==> config.mk <==
export PLATFORM = sky130hd
export DESIGN_NAME = adc_seq
export DESIGN_NICKNAME = d
export VERILOG_FILES = /design/src/rtl/adc_seq.sv
export SDC_FILE = /design/constraint.sdc
export NUM_CORES = 1
export LEC_CHECK = 0
export BUFFER_PORTS_ARGS = -buffer_cell sky130_fd_sc_hd__buf_2
export CORE_MARGIN = 5
export CORE_UTILIZATION = 56
export CTS_CLUSTER_DIAMETER = 200
export DETAILED_ROUTE_END_ITERATION = 8
export GPL_ROUTABILITY_DRIVEN = 0
export PLACE_DENSITY = 0.77
export SLEW_MARGIN = 20
export SYNTH_ARGS = -nofsm -noshare
export SYNTH_HDL_FRONTEND = slang
export SYNTH_SLANG_ARGS = --single-unit
==> constraint.sdc <==
create_clock -name clk -period 3.7 [get_ports clk]
set_input_delay 0.37 -clock clk [delete_from_list [all_inputs] [get_ports clk]]
set_output_delay 0.37 -clock clk [all_outputs]
set_load 0.01 [all_outputs]
==> src/rtl/adc_seq.sv <==
`timescale 1ns/1ps
module adc_seq #(
  parameter int NCH       = 10,
  parameter int LEN_LO    = 49,
  parameter int LEN_HI    = 59,
  parameter int LEN_LO_SH = 28,
  parameter int LEN_HI_SH = 33
) (
  input  logic       clk,
  input  logic       rst_n,
  input  logic       bus_we,
  input  logic [4:0] bus_addr,
  input  logic [7:0] bus_wdata,
  output logic [7:0] bus_rdata,
  input  logic       trig_n,
  output logic [3:0] cmp_ch,
  output logic [9:0] cmp_trial,
  input  logic       cmp_bit,
  output logic       ref_en,
  output logic       busy,
  output logic       irq
);
  localparam logic [4:0] A_CTL0 = 5'(2*NCH);
  localparam logic [4:0] A_CTL1 = 5'(2*NCH+1);
  localparam logic [4:0] A_CTL2 = 5'(2*NCH+2);
  localparam logic [3:0] CH_MAX = 4'(NCH-1);

  logic [2:0] mode_q, tsync_q;
  logic       ext_q, go_q, ref_q, r10_q, sh_q, pph_q;
  logic [1:0] div_q, swp_q, dc_q;
  logic [3:0] sel_q, pri_q, ch_q, idx_q;
  logic [5:0] tc_q;
  logic [9:0] sar_q;
  logic [9:0] res_q [NCH];

  wire wr0 = bus_we && bus_addr == A_CTL0;
  wire wr1 = bus_we && bus_addr == A_CTL1;
  wire wr2 = bus_we && bus_addr == A_CTL2;
  wire wgo = bus_wdata[4] & bus_wdata[5] & ref_q;
  wire [2:0] mode_nx = wr0 ? bus_wdata[2:0] : mode_q;

  wire fall  = tsync_q[2] & ~tsync_q[1];
  wire sw_go = wr0 & ~bus_wdata[3] & wgo & ~go_q;
  wire ex_go = ext_q & go_q & ref_q & fall & ~wr0;
  wire start = sw_go | ex_go;
  wire stop  = wr0 & ~wgo;

  wire [1:0] dmax = (div_q == 2'd0) ? 2'd0 : (div_q == 2'd1) ? 2'd1 : 2'd3;
  wire       tick = busy && dc_q == dmax;
  wire [5:0] len  = sh_q ? (r10_q ? 6'(LEN_HI_SH) : 6'(LEN_LO_SH))
                         : (r10_q ? 6'(LEN_HI)    : 6'(LEN_LO));
  wire [5:0] nbits  = r10_q ? 6'd10 : 6'd8;
  wire       in_sar = tc_q >= len - nbits;
  wire [3:0] pos    = 4'(len - 6'd1 - tc_q) + (r10_q ? 4'd0 : 4'd2);
  wire [9:0] mask   = in_sar ? (10'd1 << pos) : 10'd0;
  wire [9:0] sar_nx = cmp_bit ? cmp_trial : sar_q;
  wire       last   = tick && tc_q == len - 6'd1;

  wire [3:0] nsw      = {1'b0, swp_q, 1'b0} + 4'd2;
  wire       idx_wrap = idx_q == nsw - 4'd1;
  wire [3:0] idx_nx   = idx_wrap ? 4'd0 : idx_q + 4'd1;
  wire       fin      = last && (mode_q == 3'd0 || mode_q > 3'd4 || (mode_q == 3'd2 && idx_wrap));

  assign cmp_trial = busy ? (sar_q | mask) : 10'd0;
  assign cmp_ch    = ch_q;
  assign ref_en    = ref_q;

  wire [3:0] ridx = bus_addr[4:1];
  wire [9:0] rsel = res_q[ridx];
  always_comb begin
    bus_rdata = 8'd0;
    if (bus_addr < A_CTL0)       bus_rdata = bus_addr[0] ? {6'd0, rsel[9:8]} : rsel[7:0];
    else if (bus_addr == A_CTL0) bus_rdata = {div_q, ref_q, go_q, ext_q, mode_q};
    else if (bus_addr == A_CTL1) bus_rdata = {sh_q, r10_q, swp_q, sel_q};
    else if (bus_addr == A_CTL2) bus_rdata = {4'd0, pri_q};
  end

  always_ff @(posedge clk or negedge rst_n)
    if (!rst_n) begin
      {mode_q, ext_q, go_q, ref_q, div_q, sel_q, swp_q, r10_q, sh_q, pri_q} <= '0;
      {busy, irq, tc_q, dc_q, sar_q, ch_q, idx_q, pph_q} <= '0;
      tsync_q <= 3'b111;
      for (int i = 0; i < NCH; i++) res_q[i] <= '0;
    end else begin
      tsync_q <= {tsync_q[1:0], trig_n};
      irq     <= fin & ~start & ~stop;
      if (wr0) begin
        mode_q <= bus_wdata[2:0];
        ext_q  <= bus_wdata[3];
        go_q   <= wgo;
        ref_q  <= bus_wdata[5];
        div_q  <= bus_wdata[7:6];
      end else if (fin && !ext_q) go_q <= 1'b0;
      if (wr1) begin
        if (bus_wdata[3:0] <= CH_MAX) sel_q <= bus_wdata[3:0];
        swp_q <= bus_wdata[5:4];
        r10_q <= bus_wdata[6];
        sh_q  <= bus_wdata[7];
      end
      if (wr2 && bus_wdata[3:0] <= CH_MAX) pri_q <= bus_wdata[3:0];

      if (start) dc_q <= 2'd0;
      else if (busy) dc_q <= tick ? 2'd0 : dc_q + 2'd1;

      if (start) begin
        busy  <= 1'b1;
        tc_q  <= 6'd0;
        sar_q <= 10'd0;
        idx_q <= 4'd0;
        pph_q <= 1'b0;
        ch_q  <= (mode_nx < 3'd2) ? sel_q : 4'd0;
      end else if (stop) begin
        busy <= 1'b0;
      end else if (tick) begin
        tc_q <= tc_q + 6'd1;
        if (in_sar) sar_q <= sar_nx;
        if (last) begin
          res_q[ch_q] <= r10_q ? sar_nx : {2'b00, sar_nx[9:2]};
          tc_q  <= 6'd0;
          sar_q <= 10'd0;
          case (mode_q)
            3'd2: if (!idx_wrap) begin idx_q <= idx_nx; ch_q <= idx_nx; end
            3'd3: begin idx_q <= idx_nx; ch_q <= idx_nx; end
            3'd4:
              if (pph_q) begin pph_q <= 1'b0; idx_q <= idx_nx; ch_q <= idx_nx; end
              else begin pph_q <= 1'b1; ch_q <= pri_q; end
            default: ;
          endcase
          if (fin) busy <= 1'b0;
        end
      end
    end
endmodule


==> metrics.yaml <==
slew_headroom_pct: 30.7
routed_via_density: 6.53
cap_violations: 0
setup-violations-final: 0
overflow: 0
nets: 770
arrival_ns: 3.32
clock_latency_ns: 0.43
die_w_um: 131
routed-via-count: 6087
final_max_slew_viol_count: 0
r2r_setup_slack_ns: 0.14
fp-row-count: 44
hp-class: "in2async"
start_kind: "register"
synthCells: 678
antenna_cells: 0
cts_tree: "done"
cts_inserted_buffers: 17
tns_ns: 0
finalCriticalPeriod_ns: 3.69
core_area_um2: 14500
crit_path_max_fanout: 4
ys_ff_latch: 152
dp_cells: 889
die_h_um: 131
grt_antenna_before_repair: 0
synth.net_count: 713
wl_um: 20600
grt_setup_unrepaired: "true"
clk_pin_slew_ns: 0.07
synth_cell_types: 71
grt_max_degree: 105
postCtsHoldBufs: 0
fill_cells: 1024
r2r-end: "res_q[85]$_DFFE_PN0P_"
fin_util_pct: 65.6
drc: 0
syn_avg_cell_area_um2: 12.1
hpwl_um: 14000
design.die.area_um2: 17200
start_util_pct: 56.9
finalHoldViolCount: 0
yosys.area.top_type_share_pct: 45.3
reg2reg_depth: 13
r2r_start: "sh_q$_DFFE_PN0P_"
avgRoutedWirePerCell_um: 22.2
port_buffers: 42
ir_drop_v: 0.000493
finalNonFillerCells: 932
drt_first_iter_violations: 890
dr.pass1.iters: 5
finalCritPeriodShare_pct: 99.8
p_leak_nw: 4.50
clock-skew-final_ns: 0.0126
ioPinCount: 43
setup_ws_ns: 0.00637
synth-main-ff-cell: "dfrtp_1"
required_ns: 3.33
synth_edf_count: 0
grt_pass1_vias: 6262
yosysSeqAreaShare_pct: 46.2
synth_warnings: 0
cts_sinks: 152
power_density_nw_per_um2: 606
critPathKind: "reg2out"
end_kind: "output pin"
synthTopCellsByArea: "dfrtp_1, mux2_2, mux4_2"
synth.most_common_cell: "dfrtp_1"
synthArstFlopShare_pct: 100
cts_buffer_depth: 2
postRouteAntennaNets: 0
cts-htree-levels: 4
grt_pass1_wl_um: 33800
cts_root_buffer: "clkbuf_16"
synth.largest_area_cell: "dfrtp_1"
place_ws_ns: -0.106
area_delta_synth_final_pct: 15.3
netlist_area_um2: 8230
synth_common_cells: "dfrtp_1, mux2_2, nand2_1"
fmax_mhz: 271
status: "completed"
tightest_slew_ns: 1.03
drive_gt1_share_pct: 39.4
track_usage_pct: 24.1
## layout by cell type, fill, tap and decap left out, drive strengths merged, types with 5 or more instances in the layout
| cell | count |
|---|---|
| nand4 | 5 |
| and3 | 6 |
| nor3 | 11 |
| o21a | 6 |
| clkbuf | 17 |
| o21ai | 23 |
| a21oi | 20 |
| nor2 | 32 |
| inv | 26 |
| nor3b | 5 |
| nor2b | 16 |
| buf | 64 |
| ha | 16 |
| mux2i | 11 |
| a2bb2oi | 5 |
| nand3 | 23 |
| dfrtp | 149 |
| mux4 | 22 |
| a22o | 5 |
| a31oi | 6 |
| xnor2 | 7 |
| xor2 | 9 |
| nand2 | 50 |
| a22oi | 12 |
| nand2b | 6 |
| mux2 | 127 |
## registers in the layout, summed over array words and instances, names as in the netlist, 2 cells and up
name	cells
dc_q	2
res_q	100
pri_q	4
swp_q	2
mode_q	3
tsync_q	3
sel_q	4
cmp_ch	4
div_q	2
sar_q	10
tc_q	6
idx_q	4
## per-layer routing
| metal | GRT usage (%) | wire length (µm) | vias to the layer above | share of wire, % |
|---|---|---|---|---|
| li1 | - | - | 2648 | - |
| met1 | 31.0 | 8340 | 3107 | 40 |
| met2 | 40.6 | 10500 | 271 | 51 |
| met3 | 5.24 | 1160 | 61 | 5.6 |
| met4 | 8.00 | 661 | 0 | 3.2 |
| met5 | 0 | 0 | - | 0 |
## cell type report
type / instances / area, µm² / area share, %
clock inverters: 15 / 189 / 1.99
well taps: 184 / 230 / 2.42
repair buffers: 64 / 385 / 4.06
multi-input cells: 480 / 4380 / 46.1
flip-flops and latches: 152 / 3810 / 40.1
clock buffers: 17 / 425 / 4.48
inverters: 20 / 75.1 / 0.791
## metrics by stage
stage                     cell area [µm²]  hold slack [ns]  total power, mW
after global routing                 9490           0.0242             5.99
final                                9490           0.0298             5.76
after floorplan                      8230           0.0744             2.95
after detailed placement             8630            0.351             3.37
after global placement               8630            0.346             3.31
after CTS                            9360           0.0364             5.41
## critical path, cell delays in order, from the launching register on
cell and delay [ns]:
dfrtp_2 0.45, inv_2 0.09, ha_4 0.23, xnor2_4 0.19, xnor2_2 0.14, ha_2 0.22, inv_2 0.04, fa_2 0.56
inv_2 0.08, o22a_1 0.23, o31ai_4 0.09, nand2_2 0.10, nor3_2 0.17, o21a_1 0.17, buf_2 0.14
## worst max path at each step
stage	endpoint	slack, ns	cells past startpoint	start
after floorplan	res_q[37]$_DFFE_PN0P_	0.13	14	r10_q$_DFFE_PN0P_
final	cmp_trial[8]	0.006	14	sh_q$_DFFE_PN0P_
after detailed placement	res_q[91]$_DFFE_PN0P_	-0.11	12	sh_q$_DFFE_PN0P_
after global routing	cmp_trial[8]	-0.12	14	sh_q$_DFFE_PN0P_
after CTS	cmp_trial[2]	0.002	14	r10_q$_DFFE_PN0P_
after global placement	res_q[15]$_DFFE_PN0P_	0.15	13	sh_q$_DFFE_PN0P_
## repair_timing
| action | 4_1_cts | 5_1_grt |
|---|---|---|
| endpoints found under the setup margin | 60 | 60 |
| resized for setup | 15 | 18 |
| pin swaps | 8 | 13 |
| buffers inserted | 6 | 5 |
## kinds of logic (layout without fill, tap and decap cells)
| family | after synthesis | in the layout | share of synthesized area (%) |
|---|---|---|---|
| XOR/XNOR | 16 | 16 | 1.70 |
| AO/OA/AOI/OAI | 118 | 118 | 10.4 |
| buffers and inverters | 46 | 116 | 2.48 |
| flip-flops | 152 | 152 | 46.2 |
| multiplexers | 160 | 160 | 24.7 |
| adder cells (fa/ha/maj) | 17 | 17 | 2.67 |
| AND/OR/NAND/NOR | 169 | 169 | 11.8 |
## power by group
group	switching (mW)	total, mW	internal, mW
registers	0.164	1.94	1.77
clock network	0.747	1.82	1.07
logic	1.21	2.00	0.791
No activity file was read; power rests on OpenSTA's default activity.
